**src/rtl/cvt_out_pkg.sv**
```systemverilog
package cvt_out_pkg;

    typedef enum logic [0:0] {
        ST_PAIR_FIRST  = 1'b0,
        ST_PAIR_SECOND = 1'b1
    } pair_st_t;

    typedef struct packed {
        logic dmux2;
        logic decim;
    } mode_t;

    localparam int unsigned NUM_CH = 2;

endpackage

```
**src/rtl/cvt_coder.sv**
```systemverilog
module cvt_coder #(
    parameter int unsigned DW = 8
) (
    input  logic [DW-1:0] raw,
    input  logic          ovr,
    input  logic          gray_en,
    output logic [DW-1:0] coded
);
    logic [DW-1:0] gray;

    assign gray[DW-1] = raw[DW-1];

    genvar k;
    generate
        for (k = 0; k < DW - 1; k++) begin : g_bit
            assign gray[k] = raw[k] ^ raw[k+1];
        end
    endgenerate

    always_comb begin
        if (!gray_en) begin
            coded = raw;
        end else if (ovr) begin
            coded = '0;
            coded[DW-1] = raw[DW-1];
        end else begin
            coded = gray;
        end
    end
endmodule

```
**src/rtl/cvt_decim.sv**
```systemverilog
module cvt_decim
    import cvt_out_pkg::*;
#(
    parameter int unsigned RATIO = 16
) (
    input  logic  clk,
    input  logic  rst_n,
    input  logic  smp_vld,
    input  mode_t mode,
    output logic  fwd,
    output logic  restart
);
    localparam int unsigned CW = (RATIO < 2) ? 1 : $clog2(RATIO);
    localparam logic [CW-1:0] LAST = CW'(RATIO - 1);

    logic [CW-1:0] cnt_q, cnt_eff, cnt_d;
    mode_t         mode_q;

    assign restart = (mode != mode_q);
    assign cnt_eff = restart ? '0 : cnt_q;
    assign fwd     = smp_vld && (!mode.decim || (cnt_eff == '0));

    always_comb begin
        cnt_d = cnt_eff;
        if (smp_vld) begin
            cnt_d = (cnt_eff == LAST) ? '0 : cnt_eff + 1'b1;
        end
    end

    always_ff @(posedge clk or negedge rst_n) begin
        if (!rst_n) begin
            cnt_q  <= '0;
            mode_q <= '0;
        end else begin
            cnt_q  <= cnt_d;
            mode_q <= mode;
        end
    end
endmodule

```
**src/rtl/cvt_demux_fsm.sv**
```systemverilog
module cvt_demux_fsm
    import cvt_out_pkg::*;
#(
    parameter int unsigned DW = 8
) (
    input  logic          clk,
    input  logic          rst_n,
    input  logic          fwd,
    input  logic          restart,
    input  logic          dmux2,
    input  logic [DW-1:0] ci,
    input  logic [DW-1:0] cq,
    input  logic          oi,
    input  logic          oq,
    output logic [DW-1:0] a_i,
    output logic [DW-1:0] a_q,
    output logic [DW-1:0] b_i,
    output logic [DW-1:0] b_q,
    output logic          ovr_i,
    output logic          ovr_q,
    output logic          drdy
);
    pair_st_t st_q, st_eff, st_d;

    logic [DW-1:0] hold_i, hold_q;
    logic          hold_oi, hold_oq;

    assign st_eff = restart ? ST_PAIR_FIRST : st_q;

    // next-state decision
    always_comb begin
        st_d = st_eff;
        unique case (st_eff)
            ST_PAIR_FIRST:  if (fwd && dmux2) st_d = ST_PAIR_SECOND;
            ST_PAIR_SECOND: if (fwd)          st_d = ST_PAIR_FIRST;
            default:                          st_d = ST_PAIR_FIRST;
        endcase
    end

    // state register
    always_ff @(posedge clk or negedge rst_n) begin
        if (!rst_n) st_q <= ST_PAIR_FIRST;
        else        st_q <= st_d;
    end

    // output and holding registers
    always_ff @(posedge clk or negedge rst_n) begin
        if (!rst_n) begin
            a_i     <= '0;
            a_q     <= '0;
            b_i     <= '0;
            b_q     <= '0;
            ovr_i   <= 1'b0;
            ovr_q   <= 1'b0;
            drdy    <= 1'b0;
            hold_i  <= '0;
            hold_q  <= '0;
            hold_oi <= 1'b0;
            hold_oq <= 1'b0;
        end else begin
            drdy <= 1'b0;
            unique case (st_eff)
                ST_PAIR_FIRST: begin
                    if (fwd && !dmux2) begin
                        a_i   <= ci;
                        a_q   <= cq;
                        b_i   <= '0;
                        b_q   <= '0;
                        ovr_i <= oi;
                        ovr_q <= oq;
                        drdy  <= 1'b1;
                    end else if (fwd) begin
                        hold_i  <= ci;
                        hold_q  <= cq;
                        hold_oi <= oi;
                        hold_oq <= oq;
                    end
                end
                ST_PAIR_SECOND: begin
                    if (fwd) begin
                        a_i   <= hold_i;
                        a_q   <= hold_q;
                        b_i   <= ci;
                        b_q   <= cq;
                        ovr_i <= hold_oi | oi;
                        ovr_q <= hold_oq | oq;
                        drdy  <= 1'b1;
                    end
                end
                default: ;
            endcase
        end
    end
endmodule

```
**src/rtl/cvt_out_fmt.sv**
```systemverilog
module cvt_out_fmt
    import cvt_out_pkg::*;
#(
    parameter int unsigned DW    = 8,
    parameter int unsigned RATIO = 16
) (
    input  logic          clk,
    input  logic          rst_n,
    input  logic          smp_vld,
    input  logic [DW-1:0] i_data,
    input  logic          i_ovr,
    input  logic [DW-1:0] q_data,
    input  logic          q_ovr,
    input  logic          cfg_gray,
    input  logic          cfg_dmux2,
    input  logic          cfg_decim,
    output logic [DW-1:0] a_i,
    output logic [DW-1:0] a_q,
    output logic [DW-1:0] b_i,
    output logic [DW-1:0] b_q,
    output logic          ovr_i,
    output logic          ovr_q,
    output logic          drdy
);
    logic [NUM_CH-1:0][DW-1:0] raw, coded;
    logic [NUM_CH-1:0]         flag;
    mode_t                     mode;
    logic                      fwd, restart;

    assign raw[0]  = i_data;
    assign raw[1]  = q_data;
    assign flag[0] = i_ovr;
    assign flag[1] = q_ovr;
    assign mode.dmux2 = cfg_dmux2;
    assign mode.decim = cfg_decim;

    genvar ch;
    generate
        for (ch = 0; ch < NUM_CH; ch++) begin : g_ch
            cvt_coder #(.DW(DW)) coder_i (
                .raw     (raw[ch]),
                .ovr     (flag[ch]),
                .gray_en (cfg_gray),
                .coded   (coded[ch])
            );
        end
    endgenerate

    cvt_decim #(.RATIO(RATIO)) decim_i (
        .clk     (clk),
        .rst_n   (rst_n),
        .smp_vld (smp_vld),
        .mode    (mode),
        .fwd     (fwd),
        .restart (restart)
    );

    cvt_demux_fsm #(.DW(DW)) fsm_i (
        .clk     (clk),
        .rst_n   (rst_n),
        .fwd     (fwd),
        .restart (restart),
        .dmux2   (cfg_dmux2),
        .ci      (coded[0]),
        .cq      (coded[1]),
        .oi      (flag[0]),
        .oq      (flag[1]),
        .a_i     (a_i),
        .a_q     (a_q),
        .b_i     (b_i),
        .b_q     (b_q),
        .ovr_i   (ovr_i),
        .ovr_q   (ovr_q),
        .drdy    (drdy)
    );
endmodule

```
**config.mk**
```make
export PLATFORM = sky130hd
export DESIGN_NAME = cvt_out_fmt
export DESIGN_NICKNAME = d
export VERILOG_FILES = /design/src/rtl/cvt_out_pkg.sv /design/src/rtl/cvt_coder.sv /design/src/rtl/cvt_decim.sv /design/src/rtl/cvt_demux_fsm.sv /design/src/rtl/cvt_out_fmt.sv
export SDC_FILE = /design/constraint.sdc
export NUM_CORES = 1
export LEC_CHECK = 0
export ABC_CLOCK_PERIOD_IN_PS = 4100
export CAP_MARGIN = 20
export CORE_ASPECT_RATIO = 0.9
export CORE_MARGIN = 3
export CORE_UTILIZATION = 45
export CTS_CLUSTER_DIAMETER = 50
export DETAILED_ROUTE_END_ITERATION = 10
export PLACE_DENSITY = 0.71
export SYNTH_ARGS = -nofsm -noshare
export SYNTH_HDL_FRONTEND = slang
export SYNTH_SLANG_ARGS = --single-unit
```
**constraint.sdc**
```tcl
create_clock -name clk -period 4.1 [get_ports clk]
set_clock_uncertainty 0.1 [all_clocks]
set_input_delay 0.82 -clock clk [delete_from_list [all_inputs] [get_ports clk]]
set_output_delay 0.82 -clock clk [all_outputs]
set_load 0.03 [all_outputs]
```
Word level (Yosys, flattened, before mapping):

Cells that the tools add are included.

* register bits: 60
* bits in latches: 0
* RAM bits: 0
* memory bits (read-only): 0
* input port bits: 24
* output and inout port bits: 35
* memories kept: 0

* $add $sub $neg: 1
* $mul: 0
* divide/modulo/power cells: 0
* order comparisons: 0
* equality and inequality tests: 4
* shifts and indexed selects: 0
* mux-type cells: 31
* bitwise operators: 18
* reductions and logical operators: 9

Operators with widths (count)
* $pmux 8 s2: 4
* $mux 8: 7
* $mux 7: 4
* $xor 1x1->1: 14
* $mux 4: 3
* $mux 1: 9
* $pmux 1 s2: 4
* $add 4x1->4 const B: 1
* $eq 4x4->1 const B: 1
* $logic_not 4->1: 1
* $ne 2x1->1 const B: 2
* $logic_and 1x1->1: 3
* $reduce_and 3->1: 1
* $logic_not 1->1: 2
* $ne 2x2->1: 1
* $not 1->1: 2
* $or 1x1->1: 2
* $reduce_and 2->1: 1
* $logic_or 1x1->1: 1

Longest topological paths before layout:

Gate-level depths: netlist of run 1.

* word-level depth: 8
* gate-level depth with buffers: 10
* mapped depth without buffers: 9

Cells and area by module:

A second synthesis of run 1 with hierarchy kept.

* cells, all modules: 233
* area total of the unflattened synthesis: 3016.6 um2

By module, submodules not included
* cvt_demux_fsm: instances 1, cells each 143, area each 2290.9 um2
* cvt_coder: instances 2, cells each 30, area each 212.7 um2
* cvt_decim: instances 1, cells each 30, area each 300.3 um2

Worst setup path before layout of run 1:

No wires, ideal clock.

* kind: input to register
* start: input port cfg_decim
* end: register fsm_i.hold_i[7]
* arrival: 2.796 ns
* data required time: 3.875 ns
* slack: 1.079 ns
* stages: 10
* cell sequence: xnor2_1 and2_1 nand2_1 ha_1 or3b_1 a21oi_1 o211a_1 buf_2 buf_6 mux2_2

* cells in the longest elaborated chain, start to end: 8
* elaborated cells between the ends (all ways): 11
* those cells by class: eq/ne (1); mux (2); bitwise (2); reduce/logical (6)

RTL lines
* start: declaration: line cvt_out_fmt.sv:16 `input logic cfg_decim,`
* $ne 2x2->1: line cvt_decim.sv:19 `assign restart = (mode != mode_q);`
* $mux 4: line cvt_decim.sv:20 `assign cnt_eff = restart ? '0 : cnt_q;`
* $logic_not 4->1: line cvt_decim.sv:21 `assign fwd = smp_vld && (!mode.decim || (cnt_eff == '0));`
* $logic_or 1x1->1: line cvt_decim.sv:21
* $logic_and 1x1->1: line cvt_decim.sv:21
* $logic_and 1x1->1: line cvt_demux_fsm.sv:64 `if (fwd && !dmux2) begin`
* $not 1->1 (no line)
* $reduce_and 3->1 (no line) (*)
* end signal: assignment: line cvt_demux_fsm.sv:73 `hold_i <= ci;`
* end: declaration: line cvt_demux_fsm.sv:25 `logic [DW-1:0] hold_i, hold_q;`

Mark *: on every way between the ends. The rest lies on a longest branch, timed or not.
A chain may end at the register's enable or synchronous reset.

Final worst setup path of run 1:

* start: input port cfg_decim
* end: register fsm_i.a_i[3]

* cells in the longest elaborated chain, start to end: 8
* elaborated cells between the ends (all ways): 13
* those cells by class: eq/ne (3); mux (3); bitwise (1); reduce/logical (6)

RTL lines
* $ne 2x2->1: line cvt_decim.sv:19
* $mux 4: line cvt_decim.sv:20
* $logic_not 4->1: line cvt_decim.sv:21
* $logic_or 1x1->1: line cvt_decim.sv:21
* $logic_and 1x1->1: line cvt_decim.sv:21
* $logic_and 1x1->1: line cvt_demux_fsm.sv:64
* $ne 2x1->1 (no line)
* $reduce_and 2->1 (no line)
* end signal: assignment: line cvt_demux_fsm.sv:65 `a_i <= ci;`
* end signal: assignment: line cvt_demux_fsm.sv:81 `a_i <= hold_i;`
* end: declaration: line cvt_demux_fsm.sv:15 `output logic [DW-1:0] a_i,`

Parallel ways exist; a longest one is shown, timed or not.

==> summary.md, run 1 <==
| Metric | Value |
|---|---|
| Largest net degree at the start of global routing | `41` |
| Final Max Tran Viols | `0` |
| Fmax | `0.266 GHz` |
| Clk buf depth | `2` |
| Row Count | `27` |
| Setup TNS | `0 ps` |
| GPL Wtd Cong | `0.866` |
| Cell Chain, Critical Path | `clkdlybuf4s50_1, xnor2_1, and2_1, nand2_1, ha_1, or3b_1, a21boi_1, o2bb2ai_4, mux2_2` |
| Hold buffer count at CTS | `0` |
| Fin crit share | `91.7%` |
| Width of the die | `90.6 um` |
| Die H | `82.1 um` |
| Max Cap Viol | `0` |
| CTS tree | `done` |
| Worst path top cell family by delay | `compound AO/OA/AOI/OAI gates` |
| Crit-path slowest cell | `o2bb2ai_4` |
| Min Tclk post-route | `3760 ps` |
| Final net count | `317` |
| Die Area | `0.00743 mm2` |
| CTS root buf | `clkbuf_8` |
| # IOs | `59` |
| H-tree depth | `3` |
| Mapped Cells | `230` |
| WP data arrival | `3870 ps` |
| Syn_nets | `256` |
| Crit-path max cell delay | `780 ps` |
| Final setup fails | `0` |
| Port Buf Inserts | `58` |
| Initial antenna violation count | `0` |
| Iteration count of the initial detailed-routing pass | `4` |
| Register area share after synthesis | `51.9%` |
| DP Area | `0.00355 mm2` |
| Via count | `1987` |
| Crit path launch type | `input pin` |
| Top_reg_cell synth | `dfrtp_1` |
| Buf/Inv on CP | `1` |
| Gates resized, CTS repair | `0` |
| Clock Latency Late Sink | `330 ps` |
| Design area | `0.00379 mm2` |
| Number of synthesized flops with an enable pin | `0` |
| Initial Util | `46.8%` |
| Area grow syn2layout | `30.8%` |
| WP data required | `4210 ps` |
| Area taken by flip-flops and latches | `0.00150 mm2` |
| Vias per cell | `5.19` |
| WL final | `6080 um` |
| Syn Area/Cell | `12.6 um2` |
| Leakage | `1.66 nW` |
| Vias in the first global route | `2133` |
| Antenna-violating nets left | `0` |
| Ant diodes | `0` |
| Share of cells above drive strength 1 | `25.7%` |
| Worst-margin pin slew | `979 ps` |
| HP Class | `flip-flop to flip-flop` |
| DP HPWL | `4080 um` |
| Yosys cell types | `34` |
| Core ar. | `0.00618 mm2` |
| CTS Sinks | `60` |
| First-pass GRT wire length | `10700 um` |
| Initial DRC count | `126` |
| Peak supply drop | `0.226 mV` |
| Ys async rst share | `100%` |
| Footprint of the multi-input gates | `0.00130 mm2` |
| Yosys warns | `0` |
| Global Route Usage Sum | `18.4%` |
| CTS Buf Count | `9` |
| Status | `completed` |
| CP max FO | `35` |
| Number of fillers in the final layout | `477` |
| Unrepaired setup endpoints after global routing | `false` |
| Reg clk slew, reported paths | `70 ps` |
| Drt wl/cell | `15.9 um` |
| Element type at the critical path end | `flip-flop` |
| Synth Register Bits | `60` |
| Synth Cell Area | `0.00290 mm2` |
| Worst slew margin | `34.6%` |
| Drt drc | `0` |
| Post-CTS setup buffer count | `0` |
| GRT Residual Overflow | `0` |
| Critical path class | `input pin to flip-flop` |
| PwrDens | `476 mW/mm2` |
| Hold violation count in the final report | `0` |
==> metrics by stage <==
stage	cells	hold WS [ps]	worst slack (ps)	total power [W]	utilization [%]
after global routing	383	414	110	0.00190	61.3
final	383	404	340	0.00180	61.3
after detailed placement	367	381	9.76	0.00120	57.5
after global placement	367	386	166	0.00119	57.5
after floorplan	230	375	1080	0.00101	-
after CTS	383	406	358	0.00183	61.3
==> state kept, by name (all words and copies together) (netlist names), 2 cells and up <==
signal	flops
fsm_i.a_q	8
fsm_i.hold_i	8
decim_i.mode_q	2
fsm_i.a_i	8
decim_i.cnt_q	4
fsm_i.b_i	8
fsm_i.b_q	8
fsm_i.hold_q	8
==> area by class of cell <==
cell class | count | area share (%)
Sequential cell | 60 | 39.6
Multi-Input combinational cell | 151 | 34.4
Timing Repair Buffer | 64 | 16.4
Clock buffer | 12 | 4.36
Tap cell | 87 | 2.87
Clock inverter | 4 | 1.85
Inverter | 5 | 0.496
==> cells in the mapped netlist, types with 2 or more instances <==
cell type,n,area (um2)
nor3b_1,3,22.5
mux2i_1,2,20.0
mux2_2,50,563
nor2_1,4,15.0
dfrtp_1,60,1500
ha_1,2,25.0
a221o_1,4,40.0
buf_6,3,33.8
nand2_1,8,30.0
and2_1,4,25.0
a21oi_1,5,25.0
a311o_1,3,30.0
clkbuf_1,5,18.8
a22o_1,22,193
buf_2,4,20.0
xnor2_1,3,26.3
o21ai_0,9,45.0
nor2b_1,19,119
inv_1,5,18.8
==> cells in the final DEF (no fill, tap or decap), types with 2 or more instances in the layout <==
master,n
a21oi_1,5
a221o_1,4
a22o_1,22
a311o_1,3
and2_1,4
buf_4,6
bufinv_16,2
clkbuf_8,12
clkdlybuf4s50_1,57
clkinv_2,2
dfrtp_1,60
ha_1,2
inv_1,5
mux2_2,50
mux2i_1,2
nand2_1,8
nor2_1,4
nor2b_1,19
nor3b_1,3
o21ai_0,9
xnor2_1,3
==> where the power goes <==
group          switching [W]  internal (W)  leakage [nW]
registers          0.0000487      0.000685         0.763
logic               0.000233      0.000222         0.772
clock network       0.000224      0.000390         0.122
==> logic make-up (layout without fill, tap and decap cells) <==
kind of cell               count (synthesis)  after routing  synth area share (%)
AOI/OAI and AO/OA                         49             49                  13.4
xor gates and xnor gates                   4              4                  1.21
adders and majority gates                  2              2                 0.864
buffers and inverters                     19             85                  3.59
DFF                                       60             60                  51.9
muxes                                     52             52                  20.1
and+or+nand+nor                           44             44                  8.90
==> routing by layer <==
| metal | global-route usage [%] | vias to the layer above | part of all wire, % |
|---|---|---|---|
| met4 | 6.88 | 0 | 1.4 |
| li1 | - | 958 | - |
| met2 | 29.5 | 33 | 47 |
| met1 | 23.7 | 989 | 47 |
| met3 | 5.89 | 7 | 3.8 |
| met5 | 0 | - | 0 |
==> final timing paths <==
kind                                    from         endpoint  slack (ps)  cells past startpoint
max                                cfg_decim     fsm_i.a_i[3]         340                      9
min                             fsm_i.b_i[7]     fsm_i.b_i[7]         400                      1
max reg2reg                decim_i.mode_q[0]     fsm_i.a_i[3]        1020                      8
min reg2reg                     fsm_i.b_i[7]     fsm_i.b_i[7]         400                      1
max in group asynchronous              rst_n     fsm_i.a_q[5]        2580                      2
min in group asynchronous              rst_n  fsm_i.hold_i[2]         500                      1
No activity file was read; power rests on OpenSTA's default activity.
==> inputs of run 2 (changes only) <==
- GPL_ROUTABILITY_DRIVEN: not set -> 0
==> results of run 2 <==
Same layout as run 1: the final DEF is identical, and so are final timing and power.
